`src/rtl/gpio_sty_pkg.sv`:
```
package gpio_sty_pkg;
   localparam int STY_W = 3;

   localparam logic [STY_W-1:0] STY_LVL_HI = 3'd0;
   localparam logic [STY_W-1:0] STY_LVL_LO = 3'd1;
   localparam logic [STY_W-1:0] STY_RISE   = 3'd2;
   localparam logic [STY_W-1:0] STY_FALL   = 3'd3;
   localparam logic [STY_W-1:0] STY_ANY    = 3'd4;
   localparam logic [STY_W-1:0] STY_MAX_ON = 3'd4;
endpackage

```
`src/rtl/gpio_pin_sync.sv`:
```
module gpio_pin_sync #(
   parameter int WIDTH  = 16,
   parameter int STAGES = 2
) (
   input  logic             clk,
   input  logic             rst_n,
   input  logic [WIDTH-1:0] d,
   output logic [WIDTH-1:0] q
);
   logic [WIDTH-1:0] chain [STAGES];

   always_ff @(posedge clk or negedge rst_n) begin
      if (!rst_n) chain[0] <= '0;
      else        chain[0] <= d;
   end

   for (genvar s = 1; s < STAGES; s++) begin : g_stage
      always_ff @(posedge clk or negedge rst_n) begin
         if (!rst_n) chain[s] <= '0;
         else        chain[s] <= chain[s-1];
      end
   end

   assign q = chain[STAGES-1];
endmodule

```
`src/rtl/gpio_style_regs.sv`:
```
module gpio_style_regs
   import gpio_sty_pkg::*;
#(
   parameter int NUM_PINS     = 16,
   parameter int PINS_PER_REG = 8,
   parameter int DATA_W       = 32,
   parameter int ADDR_W       = 2,
   localparam int NUM_CFG     = NUM_PINS / PINS_PER_REG,
   localparam int FLD_BITS    = PINS_PER_REG * STY_W
) (
   input  logic                      clk,
   input  logic                      rst_n,
   input  logic                      wr_en,
   input  logic [ADDR_W-1:0]         addr,
   input  logic [FLD_BITS-1:0]       wdata,
   output logic [NUM_CFG*FLD_BITS-1:0] cfg_flat,
   output logic [NUM_PINS*STY_W-1:0] style_flat
);
   for (genvar r = 0; r < NUM_CFG; r++) begin : g_word
      logic [FLD_BITS-1:0] word_q;

      always_ff @(posedge clk or negedge rst_n) begin
         if (!rst_n)
            word_q <= '0;
         else if (wr_en && (addr == ADDR_W'(r)))
            word_q <= wdata;
      end

      assign cfg_flat[r*FLD_BITS +: FLD_BITS] = word_q;

      for (genvar k = 0; k < PINS_PER_REG; k++) begin : g_fld
         assign style_flat[(r*PINS_PER_REG + k)*STY_W +: STY_W] =
            word_q[k*STY_W +: STY_W];
      end
   end
endmodule

```
`src/rtl/gpio_pin_detect.sv`:
```
module gpio_pin_detect
   import gpio_sty_pkg::*;
(
   input  logic             clk,
   input  logic             rst_n,
   input  logic             level,
   input  logic [STY_W-1:0] style,
   input  logic             clr,
   output logic             pend
);
   logic prev_q;
   logic hit;

   always_ff @(posedge clk or negedge rst_n) begin
      if (!rst_n) prev_q <= 1'b0;
      else        prev_q <= level;
   end

   always_comb begin
      case (style)
         STY_LVL_HI: hit = level;
         STY_LVL_LO: hit = ~level;
         STY_RISE:   hit = level & ~prev_q;
         STY_FALL:   hit = ~level & prev_q;
         STY_ANY:    hit = level ^ prev_q;
         default:    hit = 1'b0;
      endcase
   end

   // A fresh hit wins over a same-cycle clear: no edge is lost and a
   // level that is still present keeps the bit set.
   always_ff @(posedge clk or negedge rst_n) begin
      if (!rst_n) pend <= 1'b0;
      else        pend <= (pend & ~clr) | hit;
   end
endmodule

```
`src/rtl/gpio_style_det.sv`:
```
module gpio_style_det
   import gpio_sty_pkg::*;
#(
   parameter int NUM_PINS     = 16,
   parameter int PINS_PER_REG = 8,
   parameter int DATA_W       = 32,
   parameter int ADDR_W       = 2,
   parameter int SYNC_STAGES  = 2
) (
   input  logic                clk,
   input  logic                rst_n,
   input  logic [NUM_PINS-1:0] pin_in,
   input  logic                reg_wr,
   input  logic [ADDR_W-1:0]   reg_addr,
   input  logic [DATA_W-1:0]   reg_wdata,
   output logic [DATA_W-1:0]   reg_rdata,
   output logic [NUM_PINS-1:0] irq_out
);
   localparam int NUM_CFG     = NUM_PINS / PINS_PER_REG;
   localparam int FLD_BITS    = PINS_PER_REG * STY_W;
   localparam int STATUS_ADDR = NUM_CFG;

   if (NUM_PINS % PINS_PER_REG != 0) begin : g_chk_split
      $error("NUM_PINS must be a multiple of PINS_PER_REG");
   end
   if (FLD_BITS > DATA_W) begin : g_chk_fld
      $error("style fields do not fit in one data word");
   end
   if (NUM_PINS > DATA_W) begin : g_chk_pins
      $error("pending word wider than the data bus");
   end
   if (STATUS_ADDR >= (1 << ADDR_W)) begin : g_chk_addr
      $error("address space too small for the register set");
   end
   if (SYNC_STAGES < 2) begin : g_chk_sync
      $error("synchronizer needs at least two stages");
   end

   logic [NUM_PINS-1:0]         sync_q;
   logic [NUM_PINS*STY_W-1:0]   style_flat;
   logic [NUM_CFG*FLD_BITS-1:0] cfg_flat;
   logic [NUM_PINS-1:0]         clr_vec;
   logic [NUM_PINS-1:0]         pend_vec;
   logic                        status_wr;

   gpio_pin_sync #(
      .WIDTH  (NUM_PINS),
      .STAGES (SYNC_STAGES)
   ) sync_i (
      .clk   (clk),
      .rst_n (rst_n),
      .d     (pin_in),
      .q     (sync_q)
   );

   gpio_style_regs #(
      .NUM_PINS     (NUM_PINS),
      .PINS_PER_REG (PINS_PER_REG),
      .DATA_W       (DATA_W),
      .ADDR_W       (ADDR_W)
   ) cfg_i (
      .clk        (clk),
      .rst_n      (rst_n),
      .wr_en      (reg_wr),
      .addr       (reg_addr),
      .wdata      (reg_wdata[FLD_BITS-1:0]),
      .cfg_flat   (cfg_flat),
      .style_flat (style_flat)
   );

   assign status_wr = reg_wr && (reg_addr == ADDR_W'(STATUS_ADDR));
   assign clr_vec   = status_wr ? reg_wdata[NUM_PINS-1:0] : '0;

   for (genvar p = 0; p < NUM_PINS; p++) begin : g_pin
      gpio_pin_detect det_i (
         .clk   (clk),
         .rst_n (rst_n),
         .level (sync_q[p]),
         .style (style_flat[p*STY_W +: STY_W]),
         .clr   (clr_vec[p]),
         .pend  (pend_vec[p])
      );
   end

   assign irq_out = pend_vec;

   always_comb begin
      reg_rdata = '0;
      for (int r = 0; r < NUM_CFG; r++) begin
         if (reg_addr == ADDR_W'(r))
            reg_rdata[FLD_BITS-1:0] = cfg_flat[r*FLD_BITS +: FLD_BITS];
      end
      if (reg_addr == ADDR_W'(STATUS_ADDR))
         reg_rdata[NUM_PINS-1:0] = pend_vec;
   end

   if (FLD_BITS < DATA_W) begin : g_hi_bits
      logic wdata_hi_unused;
      assign wdata_hi_unused = ^reg_wdata[DATA_W-1:FLD_BITS];
   end
endmodule

```
`config.mk`:
```
export PLATFORM = sky130hd
export DESIGN_NAME = gpio_style_det
export DESIGN_NICKNAME = d
export VERILOG_FILES = /design/src/rtl/gpio_sty_pkg.sv /design/src/rtl/gpio_pin_sync.sv /design/src/rtl/gpio_style_regs.sv /design/src/rtl/gpio_pin_detect.sv /design/src/rtl/gpio_style_det.sv
export SDC_FILE = /design/constraint.sdc
export NUM_CORES = 1
export LEC_CHECK = 0
export BUFFER_PORTS_ARGS = -buffer_cell sky130_fd_sc_hd__buf_2
export CAP_MARGIN = 40
export CORE_ASPECT_RATIO = 1.25
export CORE_MARGIN = 2
export CORE_UTILIZATION = 51
export DETAILED_ROUTE_END_ITERATION = 10
export PLACE_DENSITY = 0.87
export SLEW_MARGIN = 20
export SYNTH_ARGS = -nofsm -noshare
export SYNTH_HDL_FRONTEND = slang
export SYNTH_SLANG_ARGS = --single-unit
```
`constraint.sdc`:
```
create_clock -name clk -period 1.3 [get_ports clk]
set_input_delay 0.26 -clock clk [delete_from_list [all_inputs] [get_ports clk]]
set_output_delay 0.26 -clock clk [all_outputs]
set_load 0.01 [all_outputs]
```
* Yosys cells after proc, flatten, opt, wreduce, memory -nomap -nowiden
Cells that the tools add are included.
Widths: inputs -> output; s select.
** Operators by class
- Equal/unequal tests :: 66
- Mux-type cells :: 20
- Bitwise logic cells :: 128
- Reductions and logical operators :: 20
** Operator list (count)
- $eq 3x2->1 const B :: 32
- $pmux 1 s5 :: 16
- $and 1x1->1 :: 48
- $eq 3x1->1 const B :: 16
- $eq 3x3->1 const B :: 16
- $logic_not 3->1 :: 16
- $mux 24 :: 2
- $not 1->1 :: 48
- $mux 16 :: 2
- $or 1x1->1 :: 16
- $xor 1x1->1 :: 16
- $logic_and 1x1->1 :: 3
- $eq 2x1->1 const B :: 1
- $eq 2x2->1 const B :: 1
- $logic_not 2->1 :: 1
** Word-level totals
- Register bits after elaboration :: 112
- Output and inout port bits :: 48

* Longest topological paths before layout
- Word-level depth :: 6
- Mapped depth :: 6
- Gate-level depth less buffers :: 5

* Cells and area by module
Synthesis repeated with hierarchy kept, for this count alone.
** Second synthesis, totals
- Cells, all modules :: 490
- Area total of the unflattened synthesis :: 5955.7 µm²
** Modules (own cells, without submodules)
- gpio_style_regs :: instances 1, cells an instance 150, area an instance 2178.3 µm², sequential area each 1201.2 µm²
- gpio_pin_detect :: instances 16, cells an instance 13, area an instance 135.1 µm², sequential area each 50.0 µm²
- gpio_pin_sync :: instances 1, cells an instance 48, area an instance 920.9 µm², sequential area each 800.8 µm²
- gpio_style_det :: instances 1, cells an instance 84, area an instance 694.4 µm², sequential area each 0.0 µm²

* Worst setup path before layout
No wires, ideal clock.
- Path kind :: input port to output port
- Start point :: input port reg_addr[1]
- End point :: output port reg_rdata[10]
- Arrival time :: 1.130 ns
- Setup slack :: -0.090 ns
- Cell stages on the path :: 6
- Path buffers :: 3
- Cell sequence :: buf_2 -> nor2b_4 -> buf_6 -> clkbuf_1 -> nand2_1 -> o21ai_0
** Between the ends
- Longest elaborated chain between the ends :: 4
** RTL lines
- start: declaration :: line gpio_style_det.sv:14 : input logic [ADDR_W-1:0] reg_addr,
- $logic_not 2->1 :: line gpio_style_det.sv:90 : if (reg_addr == ADDR_W'(r))
- $mux 24 (2 in a row) :: line gpio_style_det.sv:90
- $mux 16 * :: line gpio_style_det.sv:93 : if (reg_addr == ADDR_W'(STATUS_ADDR))
- end: declaration :: line gpio_style_det.sv:16 : output logic [DATA_W-1:0] reg_rdata,
Every way passes the cells marked *; elsewhere a longest branch is shown, timed or not.

* Worst setup path in the final report
- Start point :: register g_pin[4].det_i.pend
- End point :: output port reg_rdata[4]
** Between the ends
- Longest elaborated chain between the ends :: 1
** RTL lines
- start: declaration :: line gpio_pin_detect.sv:9 : output logic pend
- start signal: assignment :: line gpio_pin_detect.sv:34 : else pend <= (pend & ~clr) | hit;
- $mux 16 :: line gpio_style_det.sv:93
No other way between the ends.

==> results.toml <==
[layout]
final_common_cell = "dfrtp_1"
num_antenna_cells = 0
final_cell_mix = "dfrtp_1, buf_4, buf_2"
post-route-util_pct = 68.1
num-nets-final = 709
layout-drive-gt1-share_pct = 42.3
area_growth_pct = 29.4

[hold_path]
holdPathStages = 1
min_from = "pin_in[7]"
whs_endpoint = "sync_i.chain[23]"
min_path_type = "input port to register"

[global_routing]
overflow = 0
grt.total_usage_pct = 22.6
grt_max_degree = 67
grt_pass1_wl_mm = 20.8
antenna_found_initial = 0
grt_pass1_vias = 4206

[timing]
fmax_mhz = 694
setup_ws_ns = -0.141
finalSetupViolCount = 25
clock_skew_ns = 0.00393
rsz0062_at_grt = "true"
finalCritPeriodShare_pct = 111
hold_viol = 0
holdWs_ns = 0.00995
drv_slew = 0
min_period_ns = 1.44

[logic_synthesis]
avgSynthCellArea_sq_um = 11.9
synthCells = 470
ys_seq_elements = 112
netlist-cell-type-count = 24
ys_seq_area_share_pct = 50.2
synth_warnings = 0
syn-cell-area_sq_um = 5590

[clock_tree]
htreeDepth = 3
root_buffer = "clkbuf_16"
numCtsBuffers = 9
clock_latency_ns = 0.35
clock_sinks = 112
cts_tree = "yes"
clk_pin_slew_ns = 0.07
clock_path_buffers = 2

[pwr]
power_density_nw_per_um2 = 1380
p_leak_nw = 3.64
max-vdd-ir-drop_v = 0.000810

[setup_path]
crit_type = "register to output pin"
start_kind = "register"
worstReg2RegEnd = "g_pin[10].det_i.pend"
crit_fanout = 3
cp-startpoint = "g_pin[4].det_i.pend"
cp_data_arrival_time_ns = 1.18
end_kind = "output pin"
worstReg2RegStart = "g_pin[10].det_i.prev_q"
crit_required_ns = 1.04
ff2ff_path_depth = 5
rrSetupSlack_ns = -0.05

[outcome]
outcome = "complete, but fails checks"
failed_checks = "setup timing"

[place]
portBuffers = 84
dpl.hpwl_mm = 8.64
routabilityCongestion = 0.801

[die]
initial_utilization_pct = 52.6
core_area_sq_um = 10600
die_area_sq_um = 11800
io_pins = 101
die_h_um = 121
die_w_um = 97.6
fp-row-count = 42

[drt]
firstDrtPassIters = 4
routedWlPerCell_um = 17.5
drtIter0Drc = 180
vias = 4087
via_per_inst = 5.37
final_antenna_net_count = 0
drc_errors = 0
wl_mm = 13.3

[job]
maxCapViolCount = 0
worst max path at each step:
stage / to / cells after the start
global route: reg_rdata[13] / 3
global placement: g_pin[6].det_i.pend / 5
detailed placement: g_pin[6].det_i.pend / 5
floorplan: cfg_i.g_word[0].word_q[10] / 6
finish: reg_rdata[4] / 3
CTS: reg_rdata[4] / 3
registers in the layout, indices dropped and copies added, names as in the netlist:
signal               cells
sync_i.chain            16
sync_i.q                16
cfg_i.g_word.word_q     48
g_pin.det_i.prev_q      16
g_pin.det_i.pend        16
per-stage QoR:
step                TNS, ns  total power, mW  setup WS [ns]  cells  area, sq um
finish                -1.73             9.95         -0.141    761         7230
global route          -2.97             10.4         -0.172    761         7230
CTS                   -1.88             9.71         -0.179    744         7010
detailed placement    -5.68             6.44         -0.278    685         6300
global placement      -3.73             6.29         -0.179    685         6300
floorplan             -1.24             5.76        -0.0621    477         5710
per-layer routing:
metal	track usage [%]	routed length [um]	vias to the layer above
met1	27.9	5370	2056
met4	7.29	254	0
li1	-	-	1882
met5	0	0	-
met2	40.0	7060	127
met3	4.26	640	22
worst max-delay path: stages (launching register included):
cell	delay, ns
dfrtp_1	0.41
mux2i_1	0.18
o21ai_2	0.10
buf_2	0.14
cells by family (layout without fill, tap and decap cells):
| family | after synthesis | after routing | synth area share (%) |
|---|---|---|---|
| AO/OA/AOI/OAI | 71 | 71 | 7.75 |
| XOR/XNOR | 16 | 16 | 2.51 |
| adder cells (fa/ha/maj) | 32 | 32 | 7.17 |
| buffers and inverters | 88 | 240 | 8.53 |
| flip-flops | 112 | 112 | 50.2 |
| multiplexers | 88 | 88 | 18.2 |
| other | 1 | 8 | 0.0671 |
| AND/OR/NAND/NOR | 62 | 62 | 5.62 |
power breakdown:
part | internal [mW] | switching [mW] | leakage (nW)
Sequential | 3.95 | 0.367 | 1.27
Clock | 1.56 | 1.29 | 0.145
Combinational | 1.51 | 1.28 | 2.23
Total | 7.02 | 2.93 | 3.64
layout make-up:
| type | instances | area (sq um) |
|---|---|---|
| inverter | 48 | 180 |
| multi-input combinational | 277 | 2500 |
| fill | 754 | 3390 |
| tap | 132 | 165 |
| clock inverter | 6 | 67.6 |
| sequential | 112 | 2820 |
| timing repair buffer | 176 | 1260 |
| clock buffer | 10 | 239 |
cells in the mapped netlist, drive strengths merged:
library cell	n	area [sq um]
clkbuf	4	16.3
dfrtp	112	2800
nand2	33	131
xor2	16	140
mux2	48	616
nand2b	1	6.26
mux2i	40	400
a21oi	9	45.0
nor2b	1	13.8
inv	48	180
o211ai	7	52.6
ha	32	400
conb	1	3.75
buf	36	280
nor4b	9	78.8
o311ai	16	140
o21ai	39	195
nor2	18	83.8
repair_timing:
| item | CTS | global route |
|---|---|---|
| hold buffers | 1 | 3 |
| endpoints found under the hold margin | 112 | 3 |
| pin swaps | 5 | 12 |
| setup buffers | 42 | 19 |
| setup endpoints to repair | 33 | 46 |
| resized for setup | 28 | 30 |
Power figures use the tool's default switching activity.
